`src/rtl/lt_pkg.sv`:
```
`timescale 1ns/1ps
package lt_pkg;
  localparam int UPD_W      = 16;
  localparam int PRESET_BIT = 13;
  localparam int INIT_BIT   = 12;
  localparam int NUM_COEF   = 3;
  localparam logic [UPD_W-1:0] PEND_MASK = 16'h303F;

  typedef enum logic [1:0] {REQ_HOLD = 2'd0, REQ_INC = 2'd1, REQ_DEC = 2'd2} req_e;
  typedef enum logic [1:0] {ST_NOTUPD = 2'd0, ST_UPD = 2'd1, ST_MIN = 2'd2, ST_MAX = 2'd3} stat_e;
  typedef enum logic [1:0] {PH_SETTLE = 2'd0, PH_EVAL = 2'd1, PH_DONE = 2'd2} phase_e;

  // A returned request hit the end of the coefficient's range.
  function automatic logic sat_reply(logic [1:0] req, logic [1:0] st);
    return (req == 2'(REQ_DEC) && st == 2'(ST_MIN)) ||
           (req == 2'(REQ_INC) && st == 2'(ST_MAX));
  endfunction
endpackage

```
`src/rtl/lt_hold_logic.sv`:
```
`timescale 1ns/1ps
module lt_hold_logic
  import lt_pkg::*;
(
  input  logic [UPD_W-1:0] word_q,
  input  logic [5:0]       lp_status,
  input  logic             init_sent_q,
  output logic [UPD_W-1:0] word_d,
  output logic             init_fire,
  output logic             sat_long,
  output logic             sat_m1
);
  logic none_notupd;

  assign none_notupd = (lp_status[5:4] != 2'b00) && (lp_status[3:2] != 2'b00) &&
                       (lp_status[1:0] != 2'b00);
  assign init_fire   = !init_sent_q && (lp_status == 6'd0) && ((word_q & PEND_MASK) == '0);
  assign sat_long    = (lp_status[5:4] != 2'b00) && sat_reply(word_q[5:4], lp_status[5:4]);
  assign sat_m1      = (lp_status[1:0] != 2'b00) && sat_reply(word_q[1:0], lp_status[1:0]);

  always_comb begin
    word_d = word_q;
    if (word_q[INIT_BIT] && none_notupd) word_d[INIT_BIT] = 1'b0;
    if (init_fire) word_d[INIT_BIT] = 1'b1;
    for (int i = 0; i < NUM_COEF; i++) begin
      if (lp_status[2*i +: 2] != 2'b00 && word_q[2*i +: 2] != 2'b00)
        word_d[2*i +: 2] = 2'(REQ_HOLD);
    end
  end
endmodule

```
`src/rtl/lt_bin_tracker.sv`:
```
`timescale 1ns/1ps
module lt_bin_tracker #(
  parameter bit TRIG_EARLY = 1'b1,
  parameter int SAT_LIMIT  = 3
) (
  input  logic clk,
  input  logic rst_n,
  input  logic sat_hit,
  input  logic verdict_vld,
  input  logic verdict_early,
  input  logic rec_en,
  input  logic rec_val,
  output logic stop_q,
  output logic verdict_stop
);
  localparam int CNT_W = (SAT_LIMIT < 2) ? 1 : $clog2(SAT_LIMIT + 1);
  localparam logic [CNT_W-1:0] LAST_CNT = CNT_W'(SAT_LIMIT - 1);

  logic [CNT_W-1:0] cnt_q;
  logic             rec_q;

  // Crossover: verdict equals the trigger sense after a record of the other sense.
  assign verdict_stop = verdict_vld && !stop_q && (verdict_early == TRIG_EARLY) &&
                        (rec_q != TRIG_EARLY);

  always_ff @(posedge clk) begin
    if (!rst_n) begin
      cnt_q  <= '0;
      stop_q <= 1'b0;
      rec_q  <= TRIG_EARLY;
    end else begin
      if (sat_hit && !stop_q) begin
        cnt_q <= cnt_q + 1'b1;
        if (cnt_q == LAST_CNT) stop_q <= 1'b1;
      end
      if (verdict_stop) stop_q <= 1'b1;
      if (rec_en) rec_q <= rec_val;
    end
  end
endmodule

```
`src/rtl/lt_coef_requester.sv`:
```
`timescale 1ns/1ps
module lt_coef_requester
  import lt_pkg::*;
#(
  parameter int SAT_LIMIT = 3
) (
  input  logic        clk,
  input  logic        rst_n,
  input  logic [5:0]  lp_status,
  input  logic        bin_eval_done,
  input  logic        bin_m1_early,
  input  logic        bin_long_early,
  output logic [15:0] coef_update,
  output logic        bin_eval_req,
  output logic        rx_ready,
  output logic        tune_done
);
  phase_e           ph_q;
  logic [UPD_W-1:0] word_q, word_d;
  logic init_sent_q, init_fire, sat_long_raw, sat_m1_raw;
  logic long_stop, m1_stop, long_vstop, m1_vstop;

  // Named internal events
  logic settle_active, word_moves, eval_fire, req_open;
  logic ask_p1, ask_m1_long, ask_m1_tune;

  assign settle_active = (ph_q == PH_SETTLE) && !(long_stop && m1_stop);
  assign word_moves    = settle_active && (word_d != word_q);
  assign eval_fire     = (ph_q == PH_EVAL) && bin_eval_done;
  assign req_open      = eval_fire && !long_vstop && !m1_vstop &&
                         !word_q[INIT_BIT] && !word_q[PRESET_BIT];
  assign ask_p1        = req_open && !long_stop && lp_status[5:4] == 2'b00 && word_q[5:4] == 2'b00;
  assign ask_m1_long   = req_open && !long_stop && lp_status[1:0] == 2'b00 &&
                         word_q[1:0] == 2'b00 && !bin_m1_early;
  assign ask_m1_tune   = req_open && long_stop && !m1_stop && lp_status[1:0] == 2'b00 &&
                         word_q[1:0] == 2'b00;

  lt_hold_logic u_hold (
    .word_q      (word_q),
    .lp_status   (lp_status),
    .init_sent_q (init_sent_q),
    .word_d      (word_d),
    .init_fire   (init_fire),
    .sat_long    (sat_long_raw),
    .sat_m1      (sat_m1_raw)
  );

  lt_bin_tracker #(.TRIG_EARLY(1'b0), .SAT_LIMIT(SAT_LIMIT)) u_long_bin (
    .clk           (clk),
    .rst_n         (rst_n),
    .sat_hit       (word_moves && sat_long_raw),
    .verdict_vld   (eval_fire),
    .verdict_early (bin_long_early),
    .rec_en        (ask_p1),
    .rec_val       (bin_long_early),
    .stop_q        (long_stop),
    .verdict_stop  (long_vstop)
  );

  lt_bin_tracker #(.TRIG_EARLY(1'b1), .SAT_LIMIT(SAT_LIMIT)) u_m1_bin (
    .clk           (clk),
    .rst_n         (rst_n),
    .sat_hit       (word_moves && sat_m1_raw),
    .verdict_vld   (eval_fire),
    .verdict_early (bin_m1_early),
    .rec_en        (ask_m1_long || ask_m1_tune),
    .rec_val       (bin_m1_early),
    .stop_q        (m1_stop),
    .verdict_stop  (m1_vstop)
  );

  always_ff @(posedge clk) begin
    if (!rst_n) begin
      ph_q        <= PH_SETTLE;
      word_q      <= '0;
      init_sent_q <= 1'b0;
    end else begin
      unique case (ph_q)
        PH_SETTLE: begin
          if (long_stop && m1_stop) ph_q <= PH_DONE;
          else if (word_d != word_q) begin
            word_q <= word_d;
            if (init_fire) init_sent_q <= 1'b1;
          end else ph_q <= PH_EVAL;
        end
        PH_EVAL: begin
          if (bin_eval_done) begin
            ph_q <= PH_SETTLE;
            if (ask_p1) word_q[5:4] <= bin_long_early ? 2'(REQ_INC) : 2'(REQ_DEC);
            if (ask_m1_long) word_q[1:0] <= 2'(REQ_DEC);
            if (ask_m1_tune) word_q[1:0] <= bin_m1_early ? 2'(REQ_INC) : 2'(REQ_DEC);
          end
        end
        default: ph_q <= PH_DONE;
      endcase
    end
  end

  assign coef_update  = word_q;
  assign bin_eval_req = (ph_q == PH_EVAL);
  assign rx_ready     = (ph_q == PH_DONE);
  assign tune_done    = (ph_q == PH_DONE);
endmodule

```
`config.mk`:
```
export PLATFORM = sky130hd
export DESIGN_NAME = lt_coef_requester
export DESIGN_NICKNAME = d
export VERILOG_FILES = /design/src/rtl/lt_pkg.sv /design/src/rtl/lt_hold_logic.sv /design/src/rtl/lt_bin_tracker.sv /design/src/rtl/lt_coef_requester.sv
export SDC_FILE = /design/constraint.sdc
export NUM_CORES = 1
export LEC_CHECK = 0
export ABC_AREA = 0
export BUFFER_PORTS_ARGS = -buffer_cell sky130_fd_sc_hd__buf_2
export CAP_MARGIN = 20
export CORE_MARGIN = 8
export CORE_UTILIZATION = 44
export CTS_CLUSTER_SIZE = 30
export DETAILED_ROUTE_END_ITERATION = 12
export GPL_TIMING_DRIVEN = 1
export HOLD_SLACK_MARGIN = 0.15
export PLACE_DENSITY_LB_ADDON = 0.3
export SETUP_SLACK_MARGIN = 0.15
export SLEW_MARGIN = 0
export SYNTH_ARGS = -nofsm -noshare
export SYNTH_HDL_FRONTEND = slang
export SYNTH_SLANG_ARGS = --single-unit
```
`constraint.sdc`:
```
create_clock -name clk -period 1.72 [get_ports clk]
set_clock_uncertainty 0.05 [all_clocks]
set_input_delay 0.43 -clock clk [delete_from_list [all_inputs] [get_ports clk]]
set_output_delay 0.43 -clock clk [all_outputs]
set_load 0.005 [all_outputs]
```
==> summary.md, run 1 <==
| Metric | Value |
|---|---|
| Seq pwr share | `53.8%` |
| Fin. max-slew vios | `0` |
| MaxCap Viol Count | `0` |
| Skew-Pair Late Insertion Delay | `0.30 ns` |
| Fmax | `603 MHz` |
| Root buf cell | `clkbuf_4` |
| Setup TNS | `0 ns` |
| Die W | `66.7 um` |
| Mux contribution to synthesized area | `1.77%` |
| Core ar. | `2450 um^2` |
| Data arrival, critical path | `1.86 ns` |
| Min-delay worst type | `input port to flip-flop` |
| Routed wire length | `2.83 mm` |
| Syn_area_per_cell | `8.64 um^2` |
| Buf/Inv on CP | `0` |
| Seq cells post-synth | `18` |
| Largest family of logic cells by synthesized area | `simple AND/OR/NAND/NOR gates` |
| Comb pwr share | `19.2%` |
| Post-Synth XOR/XNOR Area | `1.55%` |
| Final HPWL DP | `2.16 mm` |
| Final Cell Area | `1460 um^2` |
| Synth Instances | `131` |
| Synth async-reset ratio | `0%` |
| Final Core Density | `59.5%` |
| First-pass GRT wire length | `4.81 mm` |
| Post-synth top area share | `31.8%` |
| CP top delay family | `simple AND/OR/NAND/NOR gates` |
| Crit share post-route | `96.4%` |
| Dominant cell type by area after synthesis | `dfxtp_1` |
| Clock Power Share | `27.0%` |
| Post-route ant nets | `0` |
| Cell leakage power | `0.666 nW` |
| Adder-Cell Fraction of Synth Area | `2.21%` |
| DRT iter0 DRCs | `23` |
| Drt pass-1 iters | `4` |
| Deepest clock path buffer count | `2` |
| Switching pwr | `220 uW` |
| Pin count of the biggest net entering global routing | `11` |
| Post-synthesis sequential area ratio | `31.8%` |
| Initial Utilization | `46.1%` |
| Avg Vias per Cell | `5.46` |
| Vias in the first global route | `1072` |
| Cells taking the most area after synthesis | `dfxtp_1 (32%), buf_4 (6.6%), nor2_1 (5.3%), nand2_1 (3.6%), a21oi_1 (2.7%)` |
| Placed cells | `188` |
| Peak supply drop | `0.439 mV` |
| Ports | `30` |
| Row count | `18` |
| Critical Path, Cell by Cell | `nor2_4 -> nor4b_4 -> a31o_4 -> o21ai_4 -> nor4bb_1 -> o31a_1` |
| DR WL/cell | `14.4 um` |
| Critical path class | `flip-flop to flip-flop` |
| Min Tclk post-route | `1.66 ns` |
| Post-Syn Area | `1130 um^2` |
| DP Area | `1320 um^2` |
| Crit end category | `flip-flop` |
| Final std cells w/o fill | `196` |
| Die area | `4450 um^2` |
| Placer Congestion | `0.825` |
| Syn. warnings | `0` |
| Final setup fails | `0` |
| Vert. Die Dim | `66.7 um` |
| Final Hold Fails | `0` |
| Layout Nets | `181` |
| Required @ worst endpoint | `1.92 ns` |
| DR vias | `1070` |
| Fill cells | `225` |
| Number of port buffers | `20` |
| Startpoint Class | `flip-flop` |
| Outcome | `finished, final reports clean` |
| Critical path's slowest cell | `dfxtp_4` |
| CTS tree | `done` |
| Area Growth Syn to Fin | `29.0%` |
| Count leader, synth | `dfxtp_1` |
| TritonCTS Sinks | `18` |
| Unrepaired setup endpoints after global routing | `true` |
| Pwr Density | `542 nW/um^2` |
| Post-synth EDFFs | `0` |
| Grt total ovfl | `0` |
| Share of cells above drive strength 1 | `40.4%` |
| Net Sw Frac | `27.9%` |
| Ys flop type | `dfxtp_1` |
| Total GRT Usage | `13.7%` |
| CP peak stage delay | `0.38 ns` |
| Final antenna diode count | `0` |
| Synth cell count leaders | `dfxtp_1 (18), nor2_1 (16), nand2_1 (11), buf_4 (10), inv_1 (8)` |
| Cell variety after synth | `48` |
| Simple-gate share of the synthesized area | `32.4%` |
| DRC Markers | `0` |
| Clock buffer count from CTS | `3` |
| Initial antenna violation count | `0` |
| Critical path fanouts, max | `7` |
| Clock transition at path regs | `0.10 ns` |
| Synth Area in Compound Gates | `19.6%` |
| CTS H-tree lvls | `1` |
| Int Pwr | `571 uW` |
[path summary, 6_finish.rpt]
path	start	end	slack, ns	cells past startpoint
setup reg to reg	coef_update[0]	u_m1_bin.stop_q	0.06	6
hold / removal	bin_long_early	coef_update[5]	0.30	2
hold reg to reg	init_sent_q	init_sent_q	0.41	2
setup / recovery	coef_update[0]	u_m1_bin.stop_q	0.06	6
[registers in the layout, summed over array words and instances, names as in the netlist]
signal	cells
coef_update	7
u_long_bin.rec_q	1
u_m1_bin.cnt_q	2
u_long_bin.stop_q	1
init_sent_q	1
u_m1_bin.rec_q	1
u_long_bin.cnt_q	2
ph_q	2
u_m1_bin.stop_q	1
[logic make-up (layout without fill, tap and decap cells)]
group | after synthesis | count (layout)
fa+ha+maj | 2 | 2
xor+xnor | 2 | 2
flops | 18 | 18
compound gates | 27 | 27
buf+inv | 21 | 48
simple gates | 58 | 58
other cells | 1 | 9
mux | 2 | 2
[cells in the final DEF, fill, tap and decap left out, types with 3 or more instances in the layout]
master	synthesis	routed
nor2_4	0	3
dfxtp_4	0	3
a21oi_1	6	6
nor3b_1	3	3
inv_1	8	7
nand2_1	11	11
dfxtp_2	0	3
buf_2	1	19
conb_1	1	9
clkbuf_4	0	3
nor3_1	3	3
nor2_1	16	15
buf_4	10	15
dfxtp_1	18	12
[timing repair]
action | in CTS | in global routing
setup buffers | 1 | 4
gates resized for setup | 10 | 14
setup endpoints to repair | 11 | 13
gates cloned | 0 | 0
hold endpoints to repair | 0 | 0
pin swaps | 5 | 11
hold buffers | 0 | 0
[layer usage]
| metal | track usage, % | wire [um] | vias to the layer above | share of wire, % |
|---|---|---|---|---|
| li1 | - | - | 525 | - |
| met3 | 2.68 | 167 | 6 | 5.9 |
| met1 | 16.7 | 1230 | 501 | 43 |
| met2 | 22.6 | 1370 | 38 | 49 |
| met4 | 6.40 | 60 | 0 | 2.1 |
| met5 | 0 | 0 | - | 0 |
[final cells by class]
class | instances | area (um^2) | area share [%]
multi-input combinational | 100 | 747 | 51.2
inverter | 8 | 32.5 | 2.23
tap | 30 | 37.5 | 2.57
timing repair buffer | 37 | 245 | 16.8
sequential | 18 | 375 | 25.7
clock buffer | 3 | 22.5 | 1.54
[metrics by stage]
| stage | hold WS (ns) | setup WS (ns) | total power, mW |
|---|---|---|---|
| 2_1_floorplan | 0.374 | 0.151 | 0.519 |
| 6_report | 0.297 | 0.0620 | 0.791 |
| 3_5_place_dp | 0.400 | -0.120 | 0.561 |
| 5_1_grt | 0.304 | -0.0195 | 0.824 |
| 3_3_place_gp | 0.386 | -0.0840 | 0.560 |
| 4_1_cts | 0.283 | 0.0710 | 0.782 |
[worst register-to-register path, delay by kind of cell, from the launching register on]
family / cells / cell delay (ns)
flops: 1 / 0.38
compound gates: 3 / 0.47
simple gates: 3 / 0.71
[power groups by stage]
stage / registers [mW] / logic, mW / clock network, mW
3_3_place_gp: 0.436 / 0.125 / 0
2_1_floorplan: 0.436 / 0.0833 / 0
6_report: 0.425 / 0.152 / 0.214
5_1_grt: 0.426 / 0.165 / 0.232
4_1_cts: 0.426 / 0.133 / 0.222
3_5_place_dp: 0.436 / 0.126 / 0
(Power assumes the default switching activity.)
==> run 2: changes to the inputs <==
--- a/config.mk
+++ b/config.mk
@@ -14,7 +14,7 @@
 export DETAILED_ROUTE_END_ITERATION = 12
 export GPL_TIMING_DRIVEN = 1
 export HOLD_SLACK_MARGIN = 0.15
-export PLACE_DENSITY_LB_ADDON = 0.3
+export PLACE_DENSITY = 0.71
 export SETUP_SLACK_MARGIN = 0.15
 export SLEW_MARGIN = 0
 export SYNTH_ARGS = -nofsm -noshare
==> summary.md, run 2 (synthesis results as in run 1) <==
| Metric | Value |
|---|---|
| Final antenna diode count | `0 (unchanged)` |
| Critical path fanouts, max | `7 (unchanged)` |
| Commonest non-fill, non-tap cells in the layout | `buf_4 (20), buf_2 (19), nor2_1 (16)` |
| Vias in the first global route | `1159 (+8.1%)` |
| Fin. max-slew vios | `0 (unchanged)` |
| Ports | `30 (unchanged)` |
| Clock transition at path regs | `0.11 ns (about the same)` |
| Final Core Density | `62.1% (+2.6 points)` |
| Post-route ant nets | `0 (unchanged)` |
| Total GRT Usage | `13.8% (+0.025 points)` |
| Largest register FFs | `7 (unchanged)` |
| Row count | `18 (unchanged)` |
| Crit end category | `flip-flop` |
| Final HPWL DP | `2.21 mm (+2.3%)` |
| Routed wire length | `3.07 mm (+8.5%)` |
| Critical path class | `flip-flop to flip-flop` |
| Crit share post-route | `95.2% (-1.2 points)` |
| MaxCap Viol Count | `0 (unchanged)` |
| DR WL/cell | `15.1 um (+4.7%)` |
| Initial antenna violation count | `0 (unchanged)` |
| Fmax | `611 MHz (+1.2%)` |
| Required @ worst endpoint | `1.88 ns (-0.04 ns)` |
| Avg Vias per Cell | `5.52 (+1.1%)` |
| Root buf cell | `clkbuf_4` |
| Clock buffer count from CTS | `3 (unchanged)` |
| FF-to-FF path depth | `6 (unchanged)` |
| Placed cells | `188 (unchanged)` |
| CTS tree | `done` |
| Vert. Die Dim | `66.7 um (unchanged)` |
| Area Growth Syn to Fin | `34.6%` |
| Die area | `4450 um^2 (unchanged)` |
| Pin count of the biggest net entering global routing | `12 (+1)` |
| Die W | `66.7 um (unchanged)` |
| DR vias | `1120 (+4.7%)` |
| Drt pass-1 iters | `4 (unchanged)` |
| CTS H-tree lvls | `1 (unchanged)` |
| DRC Markers | `0 (unchanged)` |
| Min Tclk post-route | `1.64 ns (-0.0200 ns)` |
| Layout Nets | `187 (+3.3%)` |
| Initial Utilization | `46.1% (unchanged)` |
| Hold-fix buffers, CTS | `0 (unchanged)` |
| Startpoint Class | `flip-flop` |
| Skew-Pair Late Insertion Delay | `0.31 ns (about the same)` |
| Deepest clock path buffer count | `2 (unchanged)` |
| Number of port buffers | `20 (unchanged)` |
| Hold path cells | `2 (unchanged)` |
| Commonest non-fill, non-tap cell in the layout | `buf_4` |
| TritonCTS Sinks | `18 (unchanged)` |
| Unrepaired setup endpoints after global routing | `true` |
| Final std cells w/o fill | `203 (+3.6%)` |
| Cell leakage power | `0.713 nW (+7.2%)` |
| Placer Congestion | `0.870 (+5.4%)` |
| Data arrival, critical path | `1.80 ns (-0.06 ns)` |
| Share of cells above drive strength 1 | `42.2% (+1.8 points)` |
| Pwr Density | `573 nW/um^2 (+5.7%)` |
| DRT iter0 DRCs | `33 (+43%)` |
| Min-delay worst type | `input port to flip-flop` |
| Outcome | `finished, final reports clean` |
| Grt total ovfl | `0 (unchanged)` |
| Peak supply drop | `0.624 mV (+42%)` |
| Final Hold Fails | `0 (unchanged)` |
| First-pass GRT wire length | `4.87 mm (+1.3%)` |
| Core ar. | `2450 um^2 (unchanged)` |
| Final setup fails | `0 (unchanged)` |
-- run 2: worst max-delay path: stages (launching register included) --
cell	delay, ns
dfxtp_4	0.38
o22ai_2	0.18
o221ai_2	0.12
a31o_4	0.24
o21ai_4	0.23
nor4bb_1	0.10
o31a_1	0.24
-- run 2: layout make-up --
type,count,area (um^2)
multi-input combinational,100,729
timing repair buffer,43,313
inverter,8,30.0
tap,30,37.5
sequential,18,378
clock buffer,4,36.3
fill,216,931
-- run 2: what timing repair did --
action,4_1_cts,5_1_grt
gates resized for setup,10,13
setup buffers,2,8
gates cloned,0,1
hold endpoints to repair,0,0
endpoints found under the setup margin,11,13
pin swaps,7,6
-- run 2: metal layers --
layer  global-route usage, %  wire length, um  share of wire, %  vias up
met5                       0                0                 0        -
met4                    8.27               48               1.6        0
met3                    2.35              204               6.6        5
met2                    24.0             1530                50       44
met1                    15.1             1290                42      531
li1                        -                -                 -      540
-- run 2: worst paths after layout --
path,from,to,slack [ns]
max,coef_update[1],u_m1_bin.stop_q,0.08
min,bin_long_early,coef_update[5],0.29
max reg2reg,coef_update[1],u_m1_bin.stop_q,0.08
min reg2reg,coef_update[2],coef_update[2],0.43
-- run 2: per-stage QoR --
stage	power, mW	instance area (um^2)	setup WS (ns)	hold WS (ns)	TNS [ns]
2_1_floorplan	0.519	1180	0.151	0.374	0
3_3_place_gp	0.562	1320	-0.0710	0.382	-0.298
3_5_place_dp	0.564	1320	-0.140	0.416	-0.648
4_1_cts	0.837	1400	0.0709	0.281	0
5_1_grt	0.908	1520	0.0291	0.280	0
6_report	0.873	1520	0.0821	0.291	0
-- run 2: report_power, final --
| group | internal [mW] | leakage (nW) | switching, mW |
|---|---|---|---|
| Sequential | 0.417 | 0.149 | 0.00632 |
| Clock | 0.129 | 0.0210 | 0.143 |
| Combinational | 0.0898 | 0.543 | 0.0879 |
| Total | 0.636 | 0.713 | 0.237 |
